## src/rtl/wdt_feedseq.sv

```systemverilog
module wdt_feedseq #(
  parameter int ADDR_W   = 4,
  parameter int DATA_W   = 32,
  parameter int CNT_W    = 24,
  parameter int PRESCALE = 4,
  parameter int TC_MIN   = 'hFF,
  parameter logic [7:0] KEY_A = 8'hAA,
  parameter logic [7:0] KEY_B = 8'h55
) (
  input  logic              clk,
  input  logic              rst_n,
  input  logic              bus_we,
  input  logic [ADDR_W-1:0] bus_addr,
  input  logic [DATA_W-1:0] bus_wdata,
  output logic [DATA_W-1:0] bus_rdata,
  output logic              rst_req
);
  localparam int PS_W = (PRESCALE > 2) ? $clog2(PRESCALE) : 1;
  localparam logic [PS_W-1:0]   PS_LAST = PS_W'(PRESCALE - 1);
  localparam logic [CNT_W-1:0]  CNT_MIN = CNT_W'(TC_MIN);
  localparam logic [CNT_W-1:0]  CNT_MAX = {CNT_W{1'b1}};
  localparam logic [CNT_W-1:0]  CNT_ONE = CNT_W'(1);
  localparam logic [ADDR_W-1:0] A_CTRL  = ADDR_W'(0);
  localparam logic [ADDR_W-1:0] A_RELD  = ADDR_W'(4);
  localparam logic [ADDR_W-1:0] A_FEED  = ADDR_W'(8);
  localparam logic [ADDR_W-1:0] A_CNT   = ADDR_W'(12);

  logic             en_q, rsten_q, tof_q, run_q, armed_q;
  logic [CNT_W-1:0] tc_q, cnt_q;
  logic [PS_W-1:0]  ps_q;

  wire feed_wr  = bus_we && (bus_addr == A_FEED);
  wire good     = feed_wr && armed_q && (bus_wdata[7:0] == KEY_B);
  wire bad      = feed_wr && armed_q && (bus_wdata[7:0] != KEY_B);
  wire tick     = run_q && (ps_q == PS_LAST);
  wire expire   = tick && (cnt_q == CNT_ONE);
  wire [CNT_W-1:0] tc_in =
    (bus_wdata < DATA_W'(CNT_MIN)) ? CNT_MIN :
    (bus_wdata > DATA_W'(CNT_MAX)) ? CNT_MAX : bus_wdata[CNT_W-1:0];

  always_ff @(posedge clk or negedge rst_n) begin
    if (!rst_n) begin
      en_q    <= 1'b0;
      rsten_q <= 1'b0;
    end else if (bus_we && bus_addr == A_CTRL) begin
      en_q    <= en_q    | bus_wdata[0];
      rsten_q <= rsten_q | bus_wdata[1];
    end
  end

  always_ff @(posedge clk or negedge rst_n) begin
    if (!rst_n)                               tc_q <= CNT_MIN;
    else if (bus_we && bus_addr == A_RELD)    tc_q <= tc_in;
  end

  always_ff @(posedge clk or negedge rst_n) begin
    if (!rst_n)      armed_q <= 1'b0;
    else if (bus_we) armed_q <= feed_wr && !armed_q && (bus_wdata[7:0] == KEY_A);
  end

  always_ff @(posedge clk or negedge rst_n) begin
    if (!rst_n)           run_q <= 1'b0;
    else if (good && en_q) run_q <= 1'b1;
  end

  always_ff @(posedge clk or negedge rst_n) begin
    if (!rst_n)              ps_q <= '0;
    else if (good || !run_q) ps_q <= '0;
    else                     ps_q <= (ps_q == PS_LAST) ? '0 : ps_q + 1'b1;
  end

  always_ff @(posedge clk or negedge rst_n) begin
    if (!rst_n)                     cnt_q <= CNT_MIN;
    else if (good)                  cnt_q <= tc_q;
    else if (tick && cnt_q != '0)   cnt_q <= cnt_q - 1'b1;
  end

  always_ff @(posedge clk or negedge rst_n) begin
    if (!rst_n) begin
      tof_q   <= 1'b0;
      rst_req <= 1'b0;
    end else begin
      if (expire) tof_q <= 1'b1;
      if (rsten_q && (expire || (bad && run_q))) rst_req <= 1'b1;
    end
  end

  always_comb begin
    bus_rdata = '0;
    case (bus_addr)
      A_CTRL:  bus_rdata = DATA_W'({tof_q, rsten_q, en_q});
      A_RELD:  bus_rdata = DATA_W'(tc_q);
      A_CNT:   bus_rdata = DATA_W'(cnt_q);
      default: bus_rdata = '0;
    endcase
  end
endmodule

```

## config.mk

```make
export PLATFORM = sky130hd
export DESIGN_NAME = wdt_feedseq
export DESIGN_NICKNAME = d
export VERILOG_FILES = /design/src/rtl/wdt_feedseq.sv
export SDC_FILE = /design/constraint.sdc
export NUM_CORES = 1
export LEC_CHECK = 0
export BUFFER_PORTS_ARGS = -buffer_cell sky130_fd_sc_hd__buf_2
export CAP_MARGIN = 25
export CORE_MARGIN = 2
export CORE_UTILIZATION = 42
export CTS_CLUSTER_DIAMETER = 40
export DETAILED_ROUTE_END_ITERATION = 6
export SYNTH_ARGS = -nofsm -noshare
export SYNTH_HDL_FRONTEND = slang
export SYNTH_SLANG_ARGS = --single-unit
```

## constraint.sdc

```tcl
create_clock -name clk -period 2.9 [get_ports clk]
set_input_delay 0.435 -clock clk [delete_from_list [all_inputs] [get_ports clk]]
set_output_delay 0.435 -clock clk [all_outputs]
set_load 0.01 [all_outputs]
```

After elaboration in Yosys (flattened, before gate mapping)
Index checks and enable logic that the tools add are counted.

word-level totals
  word-level logic and storage cells = 51
  bits in registers = 56
  output and inout port bits = 33

cells by class
  muxes and demuxes = 7
  $lt $le $gt $ge = 2
  eq/ne operators = 8
  bitwise operators = 2
  reduce and logical (&&, ||, !) cells = 21
  add/subtract/negate cells = 2

operator list
  kind                                                             number
  2-to-1 mux 24 bit                                                4
  one-hot mux 24 bit (3 select lines)                              1
  greater-than comparator 32 x 24 -> 1 bit, second input constant  1
  < comparator 32 x 8 -> 1 bit, second input constant              1
  == test 24 x 1 -> 1 bit, second input constant                   1
  nonzero test 24 bit                                              1
  subtractor 24 x 1 -> 24 bit, second input constant               1
  logical AND 1 bit                                                14
  == test 4 bit, second input constant                             2
  == test 8 x 7 -> 1 bit, second input constant                    1
  == test 8 bit, second input constant                             1
  != test 8 x 7 -> 1 bit, second input constant                    1
  == test 4 x 3 -> 1 bit, second input constant                    1
  logical NOT 4 bit                                                1
  2-to-1 mux 2 bit                                                 2
  adder 2 x 1 -> 2 bit, second input constant                      1
  == test 2 bit, second input constant                             1
  logical NOT 1 bit                                                2
  logical OR 1 bit                                                 2
  OR 1 bit                                                         2
  nonzero test 2 bit                                               1

Logic depth before layout (Yosys ltp)
Gate-level depths: netlist of run 1.

  depth after elaboration = 7
  gate-level depth with buffers = 8

Worst setup path before layout of run 1
OpenSTA, ideal clock, no wires.

  kind = register to register
  from = register cnt_q[0]
  to = register cnt_q[23]
  cell stages (with the launch flop) = 9
  slack = 0.497 ns
  arrival time = 2.321 ns
  library setup time = 0.082 ns
  required time = 2.818 ns
  path through = dfstp_2 inv_1 ha_1 nor3b_1 and2_2 clkbuf_1 a2111o_1 or4_1 a31oi_1

between the ends
  word-level cells in the longest chain between the ends = 3
  elaborated cells on any way between the ends = 6
  those cells by class = 1 x add/sub; 2 x mux; 3 x reduce/logical

ends and longest elaborated chain
  element                                                                    RTL line  RTL
  start, declared                                                            29        logic [CNT_W-1:0] tc_q, cnt_q;
  start signal, assigned                                                     74        else if (good) cnt_q <= tc_q;
  start signal, assigned                                                     75        else if (tick && cnt_q != '0) cnt_q <= cnt_q - 1'b1;
  subtractor 24 x 1 -> 24 bit / nonzero test 24 bit (equally long branches)  75
  2-to-1 mux 24 bit / logical AND 1 bit (equally long branches)              75
  2-to-1 mux 24 bit / nonzero test 2 bit (equally long branches)             -

Parallel ways exist; a longest one is shown, timed or not. The select of a mux whose other input is x is not followed.
A chain may end at the register's enable or synchronous reset.

Final worst setup path of run 1
Same ends and word-level chain as after synthesis.

==> flow_summary_export.csv, run 1 <==
group,metric,value,unit
critical_path,cp_max_fo,8,
power,p_clk_share,28.1,%
timing,fin_setup_tns,0,ns
clocking,clock_latency,0.32,ns
final_layout,finish.utilization,49.23,%
timing,min_period_over_period,84.40,%
die,rows,32,
die,start_util,42.95,%
timing,rsz0062_at_grt,"false",
final_layout,fin_cells,507,
synthesis,synthDistinctLibCells,58,
clocking,postCtsSetupBuffers,0,
final_layout,antenna_cells,0,
routing,firstDrtPassIters,4,
clocking,clock-root-buffer,"clkbuf_8",
clocking,post_cts_resized,0,
final_layout,layout_common_cells,"63 x buf_2, 46 x nor2_1, 40 x dfrtp_1",
final_layout,fin_nets,447,
clocking,clkTransAtPathRegs,0.11,ns
critical_path,endpoint_kind,"register",
place,post_dp_cell_area,3674,µm²
routing,viasPerCell,5.736,
status,status,"finished clean",
place,gp_congestion,0.8638,
timing,slew_headroom,42.57,%
die,ios,72,
synthesis,yosys.area.top_type,"dfrtp_1",
timing,timing.final.crit_period,2.448,ns
timing,hold_violations,0,
routing,wirelength,8.645,mm
global_route,grt-ovfl-total,0,
global_route,grt_pass1_wl,14.55,mm
power,ir_drop,0.2560,mV
flow_run,drv_cap,0,
synthesis,ys_ff_latch,56,
critical_path,rr_startpoint,"cnt_q[0]",
synthesis,async_reset_ff_share,100.0,%
synthesis,yosys_warnings,0,
worst_hold_path,hp-class,"in2async",
power,pwr-share-seq,59.6,%
clocking,cts_tree,"built",
routing,ant_nets,0,
critical_path,crit_required,3.15,ns
critical_path,arrival,2.70,ns
critical_path,startpoint,"cnt_q[0]",
global_route,antenna_found_initial,0,
power,power_density,420.9,nW/µm²
clocking,clockBufferDepth,2,
global_route,grt_pass1_vias,2745,
die,core,7647,µm²
clocking,cts_hold_buffers,0,
place,port_buffers,63,
timing,fmax,408.6,MHz
place,dp_cells,499,
final_layout,final_common_cell,"buf_2",
place,pre_cts_ws,0.4834,ns
place,hpwl,6.184,mm
power,swShare,28.32,%
clocking,htree_levels,2,
critical_path,path_class,"reg2reg",
routing,wire_per_inst,17.05,µm
synthesis,netlist_area,3284,µm²
synthesis,ys_dominant_reg_cell,"dfrtp_1",
synthesis,synth-edff-count,0,
clocking,clock-sinks,56,
power,p_leak,1.458,nW
synthesis,ys_top_cells_by_area,"dfrtp_1 30%, dfstp_2 13%, a22o_1 5.3%, nor2_1 5.3%, a21oi_1 4.0%",
synthesis,syn_area_per_cell,9.384,µm²
synthesis,yosysSeqAreaShare,43.28,%
power,switchingPower,0.4488,mW
synthesis,synth_top_area_share,30.48,%
timing,setup_viol,0,
power,p_int,1.136,mW
synthesis,syn-instance-count,350,
final_layout,drive_above_1_share,28.64,%
timing,setup_slack,0.4523,ns
final_layout,area_growth,14.63,%
clocking,numCtsBuffers,5,
routing,drt_iter0_drc,197,
power,p_total,1.585,mW
timing,slew_violations,0,
die,dieHeight,92.43,µm
timing,worst_clock_skew,0.01187,ns
critical_path,r2r_cells,7,
die,die_w,92.43,µm
global_route,grt_max_degree,57,
die,die_area,8543,µm²
global_route,grt.total_usage,21.50,%
power,combinationalPowerShare,12.3,%
routing,vias,2908,
timing,hold_slack,0.2496,ns
routing,remaining_drc_errors,0,
critical_path,critPathLaunchType,"register",
final_layout,final_cell_area,3765,µm²
timing,worst_pin_slew,0.8535,ns
[power groups by stage]
stage / clock, mW / sequential (mW) / combinational (mW)
3_5_place_dp: 0 / 0.958 / 0.197
3_3_place_gp: 0 / 0.954 / 0.195
5_1_grt: 0.497 / 0.955 / 0.218
6_report: 0.446 / 0.944 / 0.195
2_1_floorplan: 0 / 0.921 / 0.121
4_1_cts: 0.461 / 0.942 / 0.197
[flip-flops by register name, indices dropped and copies added (netlist names)]
name / count
tof_q: 1
ps_q: 2
en_q: 1
tc_q: 24
armed_q: 1
rst_req: 1
cnt_q: 24
run_q: 1
rsten_q: 1
[worst max-delay path, cell delays in order (launching register included)]
cell and delay, ns:
dfstp_2 0.57, inv_1 0.08, ha_1 0.20, nor3b_1 0.16, and2_2 0.27, a2111o_1 0.46, or4_1 0.48, a31oi_1 0.17
[cells in the mapped netlist (4+ instances only)]
master,n
nor3_1,6
dfstp_2,16
xor2_1,4
nand2_1,27
ha_1,4
a22o_1,20
a2111oi_2,6
nor2_1,46
o22a_1,8
nor4_1,12
a2111oi_0,4
clkbuf_1,16
o21ai_0,10
o31ai_1,5
a21oi_1,26
xnor2_1,11
or4_1,7
or3_1,5
dfrtp_1,40
buf_4,8
nand4_1,4
[kinds of logic (layout without fill, tap and decap cells)]
group	after synthesis	in the layout	share of synthesized area [%]
AOI/OAI and AO/OA	105	105	24.19
xor gates and xnor gates	15	15	4.000
adders and majority gates	4	4	1.524
buffers and inverters	33	81	5.029
DFF	56	56	43.28
muxes	2	2	0.6095
other	1	8	0.1142
and+or+nand+nor	134	134	21.26
[final timing paths]
path                              to  slack [ns]
max in group asynchronous       en_q        2.15
max                        cnt_q[23]        0.45
max reg2reg                cnt_q[23]        0.45
min                          armed_q        0.25
min reg2reg                  ps_q[0]        0.45
min in group clk             armed_q        0.36
[area by class of cell]
class | instances | area, µm²
Clock buffer | 5 | 68.82
Clock inverter | 3 | 22.52
Fill cell | 746 | 3882
Inverter | 3 | 11.26
Multi-Input combinational cell | 268 | 1745
Sequential cell | 56 | 1421
Tap cell | 102 | 127.6
Timing Repair Buffer | 70 | 367.9
[per-layer routing]
metal	global-route usage (%)	up-vias	routed length [µm]	share of wire [%]
met2	32.00	86	3774	44
met5	0	-	0	0
met4	4.975	0	116	1.3
li1	-	1400	-	-
met3	3.011	11	549	6.4
met1	33.05	1411	4204	49
Note: power is estimated with default switching activity, not from simulation.
==> run 2, diff against run 1 <==
Settings changed: ABC_AREA set to 1, PLACE_DENSITY set to 0.66.
Clock period 2.9 ns to 2.05 ns, I/O delays scaled along.
==> run 2 against run 1 <==
  * Combinational power down 12%
  * Register-to-register slack worse by 0.26 ns
  * Worst setup slack worse by 0.26 ns
  * Flip-flop and latch count unchanged
  * Critical path depth rose by 2
  * Via count rose by 29%
  * Global-route usage increased by 0.31 points
  * Sequential power up 19%
  * Hold slack worse by 0.022 ns
  * First-iteration DRC count is 41% higher
  * Routed wire length is 21% higher
  * Highest routed layer unchanged
==> flow_summary_export.csv, run 2 <==
group,metric,value,unit
status,status,"finished clean",
die,dieHeight,98.57,µm
clocking,postCtsSetupBuffers,0,
final_layout,layout_common_cells,"150 x nand2_1, 89 x inv_1, 63 x buf_2",
synthesis,ys_top_cells_by_area,"dfrtp_1 27%, nand2_1 15%, dfstp_2 11%, inv_1 8.9%, nand3_1 7.1%",
timing,fmax,537.3,MHz
place,hpwl,8.276,mm
clocking,numCtsBuffers,5,
synthesis,yosys_warnings,0,
final_layout,drive_above_1_share,19.19,%
synthesis,synth-edff-count,0,
final_layout,final_common_cell,"nand2_1",
routing,wirelength,10.45,mm
die,core,8678,µm²
die,ios,72,
final_layout,fillers,908,
timing,hold_slack,0.2272,ns
clocking,clock-root-buffer,"clkbuf_8",
synthesis,ys_ff_latch,56,
final_layout,antenna_cells,0,
global_route,grt_pass1_vias,3541,
synthesis,async_reset_ff_share,100.0,%
critical_path,path_class,"reg2reg",
critical_path,arrival,2.12,ns
worst_hold_path,worstHoldStart,"bus_we",
timing,worst_clock_skew,0.007224,ns
clocking,clock_latency,0.32,ns
power,power_density,499.4,nW/µm²
global_route,grt_max_degree,34,
place,post_dp_cell_area,4190,µm²
synthesis,syn_area_per_cell,6.867,µm²
critical_path,cp_max_fo,12,
routing,viasPerCell,5.195,
power,ir_drop,0.3643,mV
global_route,grt_pass1_wl,17.15,mm
place,port_buffers,63,
flow_run,drv_cap,0,
critical_path,rr_startpoint,"cnt_q[0]",
routing,drt_iter0_drc,278,
synthesis,yosysSeqAreaShare,37.84,%
power,p_total,2.164,mW
final_layout,final_cell_area,4333,µm²
critical_path,r2r_cells,9,
critical_path,endpoint_kind,"register",
critical_path,crit_required,2.31,ns
synthesis,synthDistinctLibCells,33,
routing,firstDrtPassIters,5,
timing,worst_pin_slew,0.5668,ns
routing,remaining_drc_errors,0,
synthesis,ys_dominant_reg_cell,"dfrtp_1",
worst_hold_path,hp-class,"in2reg",
clocking,post_cts_resized,0,
timing,hold_violations,0,
critical_path,startpoint,"cnt_q[0]",
synthesis,netlist_area,3756,µm²
final_layout,area_growth,15.36,%
die,die_w,98.57,µm
final_layout,reg_top3,"cnt_q (24), tc_q (24), ps_q (2)",
global_route,antenna_found_initial,0,
worst_hold_path,holdPathStages,2,
die,start_util,43.28,%
die,rows,34,
clocking,clockBufferDepth,2,
synthesis,synth_top_area_share,26.65,%
timing,slew_violations,0,
clocking,htree_levels,2,
final_layout,fin_nets,657,
clocking,clock-sinks,56,
timing,slew_headroom,62.21,%
timing,timing.final.crit_period,1.861,ns
global_route,grt.total_usage,21.81,%
timing,rsz0062_at_grt,"true",
timing,setup_viol,0,
die,die_area,9715,µm²
routing,vias,3756,
synthesis,synth.most_common_cell,"nand2_1",
clocking,cts_tree,"built",
timing,min_period_over_period,90.78,%
place,gp_congestion,0.9305,
routing,ant_nets,0,
critical_path,critPathLaunchType,"register",
global_route,grt-ovfl-total,0,
routing,wire_per_inst,14.46,µm
synthesis,yosys.area.top_type,"dfrtp_1",
synthesis,synth_common_cells,"150 x nand2_1, 89 x inv_1, 55 x nor2_1",
clocking,clkTransAtPathRegs,0.11,ns
power,p_leak,2.429,nW
synthesis,syn-instance-count,547,
timing,fin_setup_tns,0,ns
[run 2: cell types whose count changed in the layout (fill, tap and decap cells not counted), sizes merged, moves of 12 or more]
| cell | change |
|---|---|
| nand2 | +125 |
| inv | +86 |
| nand3 | +51 |
| nor2 | +23 |
| o22ai | +22 |
| a22o | -21 |
| a21oi | -18 |
| a22oi | +12 |
| nor4 | -12 |
[run 2: worst paths after layout]
kind,to,slack (ns)
setup / recovery,cnt_q[21],0.19
setup reg to reg,cnt_q[21],0.19
hold / removal,armed_q,0.23
min in group asynchronous,armed_q,0.52
max in group asynchronous,tc_q[6],0.89
hold reg to reg,ps_q[0],0.45
[run 2: cell families (layout without fill, tap and decap cells)]
family                     count (synthesis)  after routing  share of synthesized area (%)
DFF                                       56             56                          37.84
AOI/OAI and AO/OA                         68             68                          11.29
xor gates and xnor gates                   6              6                          1.399
adders and majority gates                  4              4                          1.332
other                                      1              8                        0.09984
buffers and inverters                    114            175                          12.86
and+or+nand+nor                          298            298                          35.18
[run 2: through the flow]
| stage | setup slack, ns | std cells | util, % |
|---|---|---|---|
| floorplan | 0.5466 | 554 | - |
| global placement | 0.2746 | 714 | 48.28 |
| detailed placement | 0.2227 | 714 | 48.28 |
| CTS | 0.2023 | 723 | 49.93 |
| global route | -0.007253 | 723 | 49.93 |
| finish | 0.1890 | 723 | 49.93 |
[run 2: per-layer routing]
layer	vias to the layer above	track usage, %	routed length (µm)
li1	1867	-	-
met1	1739	31.96	4903
met2	136	34.48	4711
met3	14	2.837	688
met4	0	5.269	149
met5	-	0	0
[run 2: cell type report]
type / count / area [µm²] / share of cell area (%)
clock buffers: 6 / 72.57 / 1.675
clock inverters: 2 / 60.06 / 1.386
well taps: 108 / 135.1 / 3.119
multi-input cells: 384 / 1878 / 43.34
flip-flops and latches: 56 / 1421 / 32.80
inverters: 92 / 345.3 / 7.970
repair buffers: 75 / 420.4 / 9.703
[run 2: timing repair]
action / 4_1_cts / 5_1_grt
hold buffers: 1 / 0
hold endpoints to repair: 12 / 0
setup endpoints to repair: 0 / 1
[run 2: worst max-delay path, cell delays in order, from the launching register on]
cell and delay, ns:
dfstp_2 0.54, inv_1 0.11, ha_1 0.22, nand2_1 0.06
nor2_1 0.04, nand3_1 0.09, nand2_2 0.18, nor2_1 0.36
nand3_1 0.12, nand2_1 0.09
[run 2: report_power, final]
part / total, mW / internal, mW / switching [mW]
logic: 0.172 / 0.0633 / 0.109
clock network: 0.869 / 0.489 / 0.381
registers: 1.12 / 1.12 / 0.00623
total: 2.16 / 1.67 / 0.495
